[config.mk]
export PLATFORM = sky130hd
export DESIGN_NAME = bus_arb_park
export DESIGN_NICKNAME = d
export VERILOG_FILES = /design/src/rtl/bus_arb_pkg.sv /design/src/rtl/arb_prio_pick.sv /design/src/rtl/arb_lookahead.sv /design/src/rtl/arb_tenure.sv /design/src/rtl/bus_arb_park.sv
export SDC_FILE = /design/constraint.sdc
export NUM_CORES = 1
export LEC_CHECK = 0
export BUFFER_PORTS_ARGS = -buffer_cell sky130_fd_sc_hd__buf_2
export CAP_MARGIN = 20
export CORE_MARGIN = 2
export CORE_UTILIZATION = 45
export CTS_CLUSTER_DIAMETER = 200
export DETAILED_ROUTE_END_ITERATION = 10
export PLACE_DENSITY_LB_ADDON = 0.25
export SLEW_MARGIN = 20
export SYNTH_ARGS = -nofsm -noshare
export SYNTH_HDL_FRONTEND = slang
export SYNTH_HIERARCHICAL = 1
export SYNTH_SLANG_ARGS = --single-unit
[constraint.sdc]
create_clock -name clk_i -period 0.8 [get_ports clk_i]
set_clock_uncertainty 0.1 [all_clocks]
set_input_delay 0.12 -clock clk_i [delete_from_list [all_inputs] [get_ports clk_i]]
set_output_delay 0.12 -clock clk_i [all_outputs]
set_load 0.01 [all_outputs]
[src/rtl/bus_arb_pkg.sv]
package bus_arb_pkg;
  typedef enum logic [1:0] {
    ARB_EMPTY  = 2'd0,
    ARB_HELD   = 2'd1,
    ARB_PARKED = 2'd2
  } arb_state_e;
endpackage

[src/rtl/arb_prio_pick.sv]
module arb_prio_pick #(
  parameter int unsigned WIDTH = 4
) (
  input  logic [WIDTH-1:0] cand_i,
  output logic [WIDTH-1:0] win_o
);
  // Fixed priority: bit 0 beats every higher bit.
  for (genvar i = 0; i < WIDTH; i++) begin : g_bit
    if (i == 0) begin : g_top
      assign win_o[i] = cand_i[i];
    end else begin : g_rest
      assign win_o[i] = cand_i[i] & ~(|cand_i[i-1:0]);
    end
  end
endmodule

[src/rtl/arb_lookahead.sv]
module arb_lookahead #(
  parameter int unsigned NUM_MASTERS = 4
) (
  input  logic                   clk_i,
  input  logic                   rst_ni,
  input  logic [NUM_MASTERS-1:0] req_i,
  input  logic [NUM_MASTERS-1:0] gnt_nxt_i,
  output logic [NUM_MASTERS-1:0] nxt_o
);
  logic [NUM_MASTERS-1:0] contenders;
  logic [NUM_MASTERS-1:0] pick;
  logic [NUM_MASTERS-1:0] nxt_q;
  logic                   nxt_en;

  // The master about to hold the bus never competes for the next tenure.
  assign contenders = req_i & ~gnt_nxt_i;

  arb_prio_pick #(.WIDTH(NUM_MASTERS)) u_pick (
    .cand_i (contenders),
    .win_o  (pick)
  );

  assign nxt_en = (pick != nxt_q);

  always_ff @(posedge clk_i or negedge rst_ni) begin
    if (!rst_ni) begin
      nxt_q <= '0;
    end else if (nxt_en) begin
      nxt_q <= pick;
    end
  end

  assign nxt_o = nxt_q;

  p_next_onehot_r3: assert property (@(posedge clk_i) disable iff (!rst_ni)
    $onehot0(nxt_q));

  p_next_was_requesting_r3: assert property (@(posedge clk_i) disable iff (!rst_ni)
    (|nxt_q) |-> ((nxt_q & $past(req_i)) != '0));
endmodule

[src/rtl/arb_tenure.sv]
module arb_tenure
  import bus_arb_pkg::*;
#(
  parameter int unsigned NUM_MASTERS = 4
) (
  input  logic                   clk_i,
  input  logic                   rst_ni,
  input  logic [NUM_MASTERS-1:0] req_i,
  input  logic [NUM_MASTERS-1:0] rel_i,
  input  logic [NUM_MASTERS-1:0] nxt_i,
  output logic [NUM_MASTERS-1:0] gnt_o,
  output logic [NUM_MASTERS-1:0] gnt_nxt_o
);
  arb_state_e             state_q, state_d;
  logic [NUM_MASTERS-1:0] gnt_q, gnt_d;
  logic                   owner_rel;
  logic                   have_cand;
  logic                   owner_req;
  logic                   gnt_en;
  logic                   state_en;

  assign owner_rel = |(rel_i & gnt_q);
  assign owner_req = |(req_i & gnt_q);
  assign have_cand = |nxt_i;

  always_comb begin
    state_d = state_q;
    gnt_d   = gnt_q;
    unique case (state_q)
      ARB_EMPTY: begin
        if (have_cand) begin
          gnt_d   = nxt_i;
          state_d = ARB_HELD;
        end
      end
      ARB_HELD: begin
        if (owner_rel) begin
          if (have_cand) begin
            gnt_d = nxt_i;
          end else begin
            state_d = ARB_PARKED;
          end
        end
      end
      ARB_PARKED: begin
        if (have_cand) begin
          gnt_d   = nxt_i;
          state_d = ARB_HELD;
        end else if (owner_req) begin
          state_d = ARB_HELD;
        end
      end
      default: begin
        gnt_d   = '0;
        state_d = ARB_EMPTY;
      end
    endcase
  end

  assign gnt_en   = (gnt_d != gnt_q);
  assign state_en = (state_d != state_q);

  always_ff @(posedge clk_i or negedge rst_ni) begin
    if (!rst_ni) begin
      gnt_q <= '0;
    end else if (gnt_en) begin
      gnt_q <= gnt_d;
    end
  end

  always_ff @(posedge clk_i or negedge rst_ni) begin
    if (!rst_ni) begin
      state_q <= ARB_EMPTY;
    end else if (state_en) begin
      state_q <= state_d;
    end
  end

  assign gnt_o     = gnt_q;
  assign gnt_nxt_o = gnt_d;

  p_grant_onehot_r2: assert property (@(posedge clk_i) disable iff (!rst_ni)
    $onehot0(gnt_q));

  p_empty_takes_winner_r4: assert property (@(posedge clk_i) disable iff (!rst_ni)
    (state_q == ARB_EMPTY && |nxt_i) |=> (gnt_q == $past(nxt_i)));

  p_tenure_held_r5: assert property (@(posedge clk_i) disable iff (!rst_ni)
    (state_q == ARB_HELD && (rel_i & gnt_q) == '0) |=> $stable(gnt_q));

  p_handover_r6: assert property (@(posedge clk_i) disable iff (!rst_ni)
    (state_q == ARB_HELD && |(rel_i & gnt_q) && |nxt_i) |=> (gnt_q == $past(nxt_i)));

  p_park_r7: assert property (@(posedge clk_i) disable iff (!rst_ni)
    (state_q == ARB_HELD && |(rel_i & gnt_q) && nxt_i == '0)
      |=> ($stable(gnt_q) && state_q == ARB_PARKED));

  p_parked_yields_r9: assert property (@(posedge clk_i) disable iff (!rst_ni)
    (state_q == ARB_PARKED && |nxt_i) |=> (gnt_q == $past(nxt_i)));

  p_foreign_release_r10: assert property (@(posedge clk_i) disable iff (!rst_ni)
    (state_q != ARB_EMPTY && nxt_i == '0 && (rel_i & gnt_q) == '0 && (req_i & gnt_q) == '0)
      |=> $stable(gnt_q));
endmodule

[src/rtl/bus_arb_park.sv]
module bus_arb_park #(
  parameter int unsigned NUM_MASTERS = 4,
  parameter int unsigned SYNC_STAGES = 2
) (
  input  logic                   clk_i,
  input  logic                   rst_ni,
  input  logic [NUM_MASTERS-1:0] req_i,
  input  logic [NUM_MASTERS-1:0] rel_i,
  output logic [NUM_MASTERS-1:0] gnt_o,
  output logic [NUM_MASTERS-1:0] next_owner_o
);
  logic [SYNC_STAGES-1:0] rst_sync_q;
  logic                   rst_int_n;
  logic [NUM_MASTERS-1:0] gnt_nxt;
  logic [NUM_MASTERS-1:0] nxt;

  // Reset asserts at once and is released on a clock edge.
  always_ff @(posedge clk_i or negedge rst_ni) begin
    if (!rst_ni) begin
      rst_sync_q <= '0;
    end else begin
      rst_sync_q <= {rst_sync_q[SYNC_STAGES-2:0], 1'b1};
    end
  end
  assign rst_int_n = rst_sync_q[SYNC_STAGES-1];

  arb_lookahead #(.NUM_MASTERS(NUM_MASTERS)) u_look (
    .clk_i     (clk_i),
    .rst_ni    (rst_int_n),
    .req_i     (req_i),
    .gnt_nxt_i (gnt_nxt),
    .nxt_o     (nxt)
  );

  arb_tenure #(.NUM_MASTERS(NUM_MASTERS)) u_ten (
    .clk_i     (clk_i),
    .rst_ni    (rst_int_n),
    .req_i     (req_i),
    .rel_i     (rel_i),
    .nxt_i     (nxt),
    .gnt_o     (gnt_o),
    .gnt_nxt_o (gnt_nxt)
  );

  assign next_owner_o = nxt;

  p_idle_after_reset_r1: assert property (@(posedge clk_i) disable iff (!rst_int_n)
    ($past(gnt_o) == '0 && $past(req_i) == '0) |-> (next_owner_o == '0 && gnt_o == '0));
endmodule

# --- Word level (Yosys, flattened, before mapping) ---
# Index checks and enable logic that the tools add are counted.
word_totals:
  out_inout_bits: 8
  reg_bits: 12
classes:
  n_bitwise: 10
  eq_ne: 5
  muxes: 9
  n_reduce_logical: 7
op_table:
  columns: ["cell", "count"]
  rows:
  - ["4-bit AND", 3]
  - ["4-bit OR reduction", 3]
  - ["2-bit 2-to-1 mux", 5]
  - ["4-bit 2-to-1 mux", 2]
  - ["4-bit != test", 2]
  - ["4-bit case mux with 2 select lines", 1]
  - ["2-bit case mux with 3 select lines", 1]
  - ["4-bit inverter", 1]
  - ["2-bit OR reduction", 2]
  - ["1-bit AND", 3]
  - ["1-bit inverter", 3]
  - ["3-bit OR reduction", 1]
  - ["2-bit by 1-bit == test with 1-bit output, second input constant", 1]
  - ["2-bit == test, second input constant", 1]
  - ["2-bit logical NOT", 1]
  - ["2-bit != test", 1]

# --- Depth between registers and ports, before layout ---
depth:
  depth_word: 10
  ltp_mapped: 7

# --- By module ---
# The synthesis kept the hierarchy.
by_module_without_submodules:
  columns: ["mod", "area_per_inst_um2", "seq_area_each_um2", "n_inst", "cells_per_inst"]
  rows:
  - ["arb_tenure", 465.4, 150.1, 1, 49]
  - ["arb_lookahead", 170.2, 100.1, 1, 12]
  - ["bus_arb_park", 53.8, 50.0, 1, 3]
  - ["arb_prio_pick", 36.3, 0.0, 1, 4]

# --- Worst setup path after synthesis ---
# No wires, ideal clock.
synth_path:
  path_kind: "reg-to-reg"
  startpoint: "register u_look.nxt_q[2], in the netlist u_look/nxt_o[2]"
  endpoint: "register u_look.nxt_q[3], in the netlist u_look/nxt_o[3]"
  stages_incl_launch_ff: 7
  path_slack_ns: -1.162
  period_less_slack_ns: 1.962
  t_arrival_ns: 1.797
  setup_time_ns: 0.065
  cell_sequence: "dfrtp_1 > or4b_4 > a221oi_2 > a311o_1 > nor2b_4 > nor4b_2 > clkbuf_1"
synth_between:
  elab_chain_len: 10
  elab_cells_between_ends: 15
  cone_classes: "eq/ne: 1; mux: 3; bitwise: 8; reduce/logical: 3"
synth_lines:
  columns: ["element", "line", "source"]
  rows:
  - ["from (decl)", "arb_lookahead.sv:12", "logic [NUM_MASTERS-1:0] nxt_q;"]
  - ["from (signal assigned)", "arb_lookahead.sv:29", "nxt_q <= pick;"]
  - ["4-bit OR reduction (*)", "arb_tenure.sv:24", "assign have_cand = |nxt_i;"]
  - ["4-bit 2-to-1 mux (*)", "arb_tenure.sv:31, arb_tenure.sv:38, arb_tenure.sv:46", null]
  - ["4-bit 2-to-1 mux", "arb_tenure.sv:37", "if (owner_rel) begin"]
  - ["4-bit case mux with 2 select lines (*)", "arb_tenure.sv:29", "unique case (state_q)"]
  - ["named net gnt_nxt[1]", "bus_arb_park.sv:14", "logic [NUM_MASTERS-1:0] gnt_nxt;"]
  - ["4-bit inverter (*)", "arb_lookahead.sv:16", "assign contenders = req_i & ~gnt_nxt_i;"]
  - ["4-bit AND (*)", "arb_lookahead.sv:16", null]
  - ["named net u_look.contenders[1]", "arb_lookahead.sv:10", "logic [NUM_MASTERS-1:0] contenders;"]
  - ["3-bit OR reduction (*)", "arb_prio_pick.sv:12", "assign win_o[i] = cand_i[i] & ~(|cand_i[i-1:0]);"]
  - ["1-bit inverter (*)", "arb_prio_pick.sv:12", null]
  - ["1-bit AND (*)", "arb_prio_pick.sv:12", null]
  - ["named net u_look.pick[3]", "arb_lookahead.sv:11", "logic [NUM_MASTERS-1:0] pick;"]
  - ["4-bit != test", "arb_lookahead.sv:23", "assign nxt_en = (pick != nxt_q);"]
# The timed path passes the listed nets; every way through them passes the cells marked *.
# A chain may end at the register's enable or synchronous reset.

# --- Worst setup path after layout ---
# Ends and elaborated chain as after synthesis.

==> flow_summary.ini <==
[route]
via_count = 765
ant_nets = 0
first_pass_iters = 4
drt-initial-drc-count = 38
drcViolationCount = 0
wl_per_cell_um = 19.5
viasPerCell = 6.22
drt_wl_total_um = 2400

[power_and_ir_drop]
p_leak_nw = 0.572
power.density_nw_per_um2 = 4200
ir_drop_mv = 2.84
finalPower_mw = 5.09

[sta]
clock.fmax_ghz = 0.511
fin_crit_sh = 2.45
hold_violations = 3
rsz0062_at_grt = true
min_period_ns = 1.96
finalSetupViolCount = 18
final_max_slew_viol_count = 0
timing.setup.tns_ns = -11.83
fin_ws_ns = -1.16
worst_hold_slack_ns = -0.00530

[placed_design]
dp_slack_ns = -1.14
place_congestion = 0.822
place_hpwl_um = 1670
io_buffers = 17

[global_routing]
grt_pass1_wl_um = 3640
grt_start_max_net_pins = 10
antenna_found_initial = 0
grt_pass1_vias = 762
grt.total_usage = 0.264
gr-total-overflow = 0

[yosys]
synth_nets = 78
yosysTopAreaCellShare = 0.414
syn_area_per_cell_um2 = 10.7
ys_warn_count = 6
synth_cell_type_count = 34
async_reset_ff_frac = 1.00
synth_cells = 68
ys_ff_latch = 12
synth_top_flop_cell = dfrtp_1
synth-edff-count = 0
syn-cell-area_um2 = 726
seq_area_frac_synth = 0.414
synth_area_leader_cell = dfrtp_1
synth_area_leaders = dfrtp_1, nor2b_4, or4b_4

[outcome]
status = finished, violations left
violations = negative hold slack, negative setup slack

[worst_setup_path]
cp_max_fo = 4
critical-path-slowest-cell = or4b_4
r2r_cells = 5
r2r-start = u_look/nxt_o[2]$_DFFE_PN0P_
cp.required_ns = 0.88
worstPathCellList = or4b_4, a221oi_4, a311o_1, nor2b_4, nor4b_2
crit_path_end_kind = flop
start_kind = flop
slowest_delay_ns = 0.58
critical_path_class = reg -> reg
r2r_end = u_look/nxt_o[3]$_DFFE_PN0P_
regToRegSetupSlack_ns = -1.16
arrival_ns = 2.04

[finish]
layout_common_cells = buf_4, buf_6, buf_2, dfrtp_1, nor2b_4
syn_to_final_growth_pct = 66.9
final_common_cell = buf_4
drive_gt1_frac = 0.645
final_util = 0.804
final_nets = 118
diodes = 0

[cts]
clockBufferDepth = 2
cts_made_buffers = 3
cts_root_buf = clkbuf_4
clkLatencyLatePin_ns = 0.27
htree_num_levels = 1
path_clk_slew_ns = 0.09
clkSinkCount = 12
cts_tree = built

[run]
maxCapViolCount = 0

[floorplanning]
die_w_um = 44.2
coreArea_um2 = 1510
initial_core_util = 0.482
num_rows = 14
fp.dieArea_um2 = 1950
ios = 18
die_height_um = 44.2

[hold_path]
hp-class = reg -> async
power by group:
| part | internal [mW] | leakage, nW | switching (mW) |
|---|---|---|---|
| Combinational | 1.87 | 0.401 | 1.70 |
| Sequential | 0.820 | 0.150 | 0.198 |
| Clock | 0.276 | 0.0210 | 0.220 |
worst max path at each step:
stage                                           start                           to  slack, ns  depth (start not counted)
after floorplan           u_look/nxt_o[2]$_DFFE_PN0P_  u_look/nxt_o[3]$_DFFE_PN0P_      -1.14                          6
after CTS                 u_look/nxt_o[2]$_DFFE_PN0P_  u_look/nxt_o[3]$_DFFE_PN0P_      -1.09                          5
after global routing       u_ten/gnt_o[0]$_DFFE_PN0P_  u_look/nxt_o[3]$_DFFE_PN0P_      -1.26                          6
after global placement    u_look/nxt_o[2]$_DFFE_PN0P_  u_look/nxt_o[3]$_DFFE_PN0P_      -1.05                          5
after detailed placement  u_look/nxt_o[2]$_DFFE_PN0P_  u_look/nxt_o[3]$_DFFE_PN0P_      -1.14                          6
final                     u_look/nxt_o[2]$_DFFE_PN0P_  u_look/nxt_o[3]$_DFFE_PN0P_      -1.16                          5
area by class of cell:
type | instances | area [µm²]
Inverter | 3 | 11.3
Clock buffer | 4 | 36.3
Multi-Input combinational cell | 45 | 487
Fill cell | 88 | 295
Tap cell | 16 | 20.0
Timing Repair Buffer | 43 | 355
Sequential cell | 12 | 302
per-layer routing:
layer / vias to the layer above / share of wire / GRT usage
li1: 335 / - / -
met1: 383 / 0.40 / 0.332
met2: 37 / 0.49 / 0.418
met3: 10 / 0.063 / 0.0449
met4: 0 / 0.044 / 0.170
met5: - / 0 / 0
timing repair:
action | in CTS | in global routing
pin swaps | 6 | 5
hold endpoints to repair | 5 | 0
setup endpoints to repair | 18 | 18
hold buffers | 1 | 0
setup buffers | 3 | 4
resized for setup | 14 | 13
synth_stat cells, types with 2 or more instances:
master    count
or4b_4        2
nand2b_1      2
dfrtp_1      12
buf_4         2
clkbuf_1      5
o221ai_1      3
nor2b_4       4
nor2b_1       2
a21oi_1       2
inv_1         3
and4b_1       2
and3_1        2
or3_1         2
nor3_1        2
a222oi_1      2
nand2_1       3
cells by family (layout without fill, tap and decap cells):
group	Yosys count	after routing	share of synthesized area
AO/OA/AOI/OAI	16	16	0.200
other	1	1	0.00517
buffers and inverters	11	50	0.0690
AND/OR/NAND/NOR	28	28	0.312
flip-flops	12	12	0.414
state kept, by name (all words and copies together), names as in the netlist:
register and cells:
u_look/nxt_o 4, u_ten/state_q 2, u_ten/gnt_o 4, rst_sync_q 2
worst max-delay path: cells and delay by family (launching register included):
family / cells / cell delay (ns)
DFF: 1 / 0.43
AOI/OAI and AO/OA: 2 / 0.47
and+or+nand+nor: 3 / 0.85
through the flow:
step / hold WS [ns] / instance area (µm²) / cells
after floorplan: -0.276 / 738 / 68
final: -0.00530 / 1210 / 123
after global placement: -0.195 / 967 / 113
after detailed placement: -0.194 / 967 / 113
after global routing: 0.0148 / 1210 / 123
after CTS: -0.00291 / 1110 / 121
(Power assumes the default switching activity.)
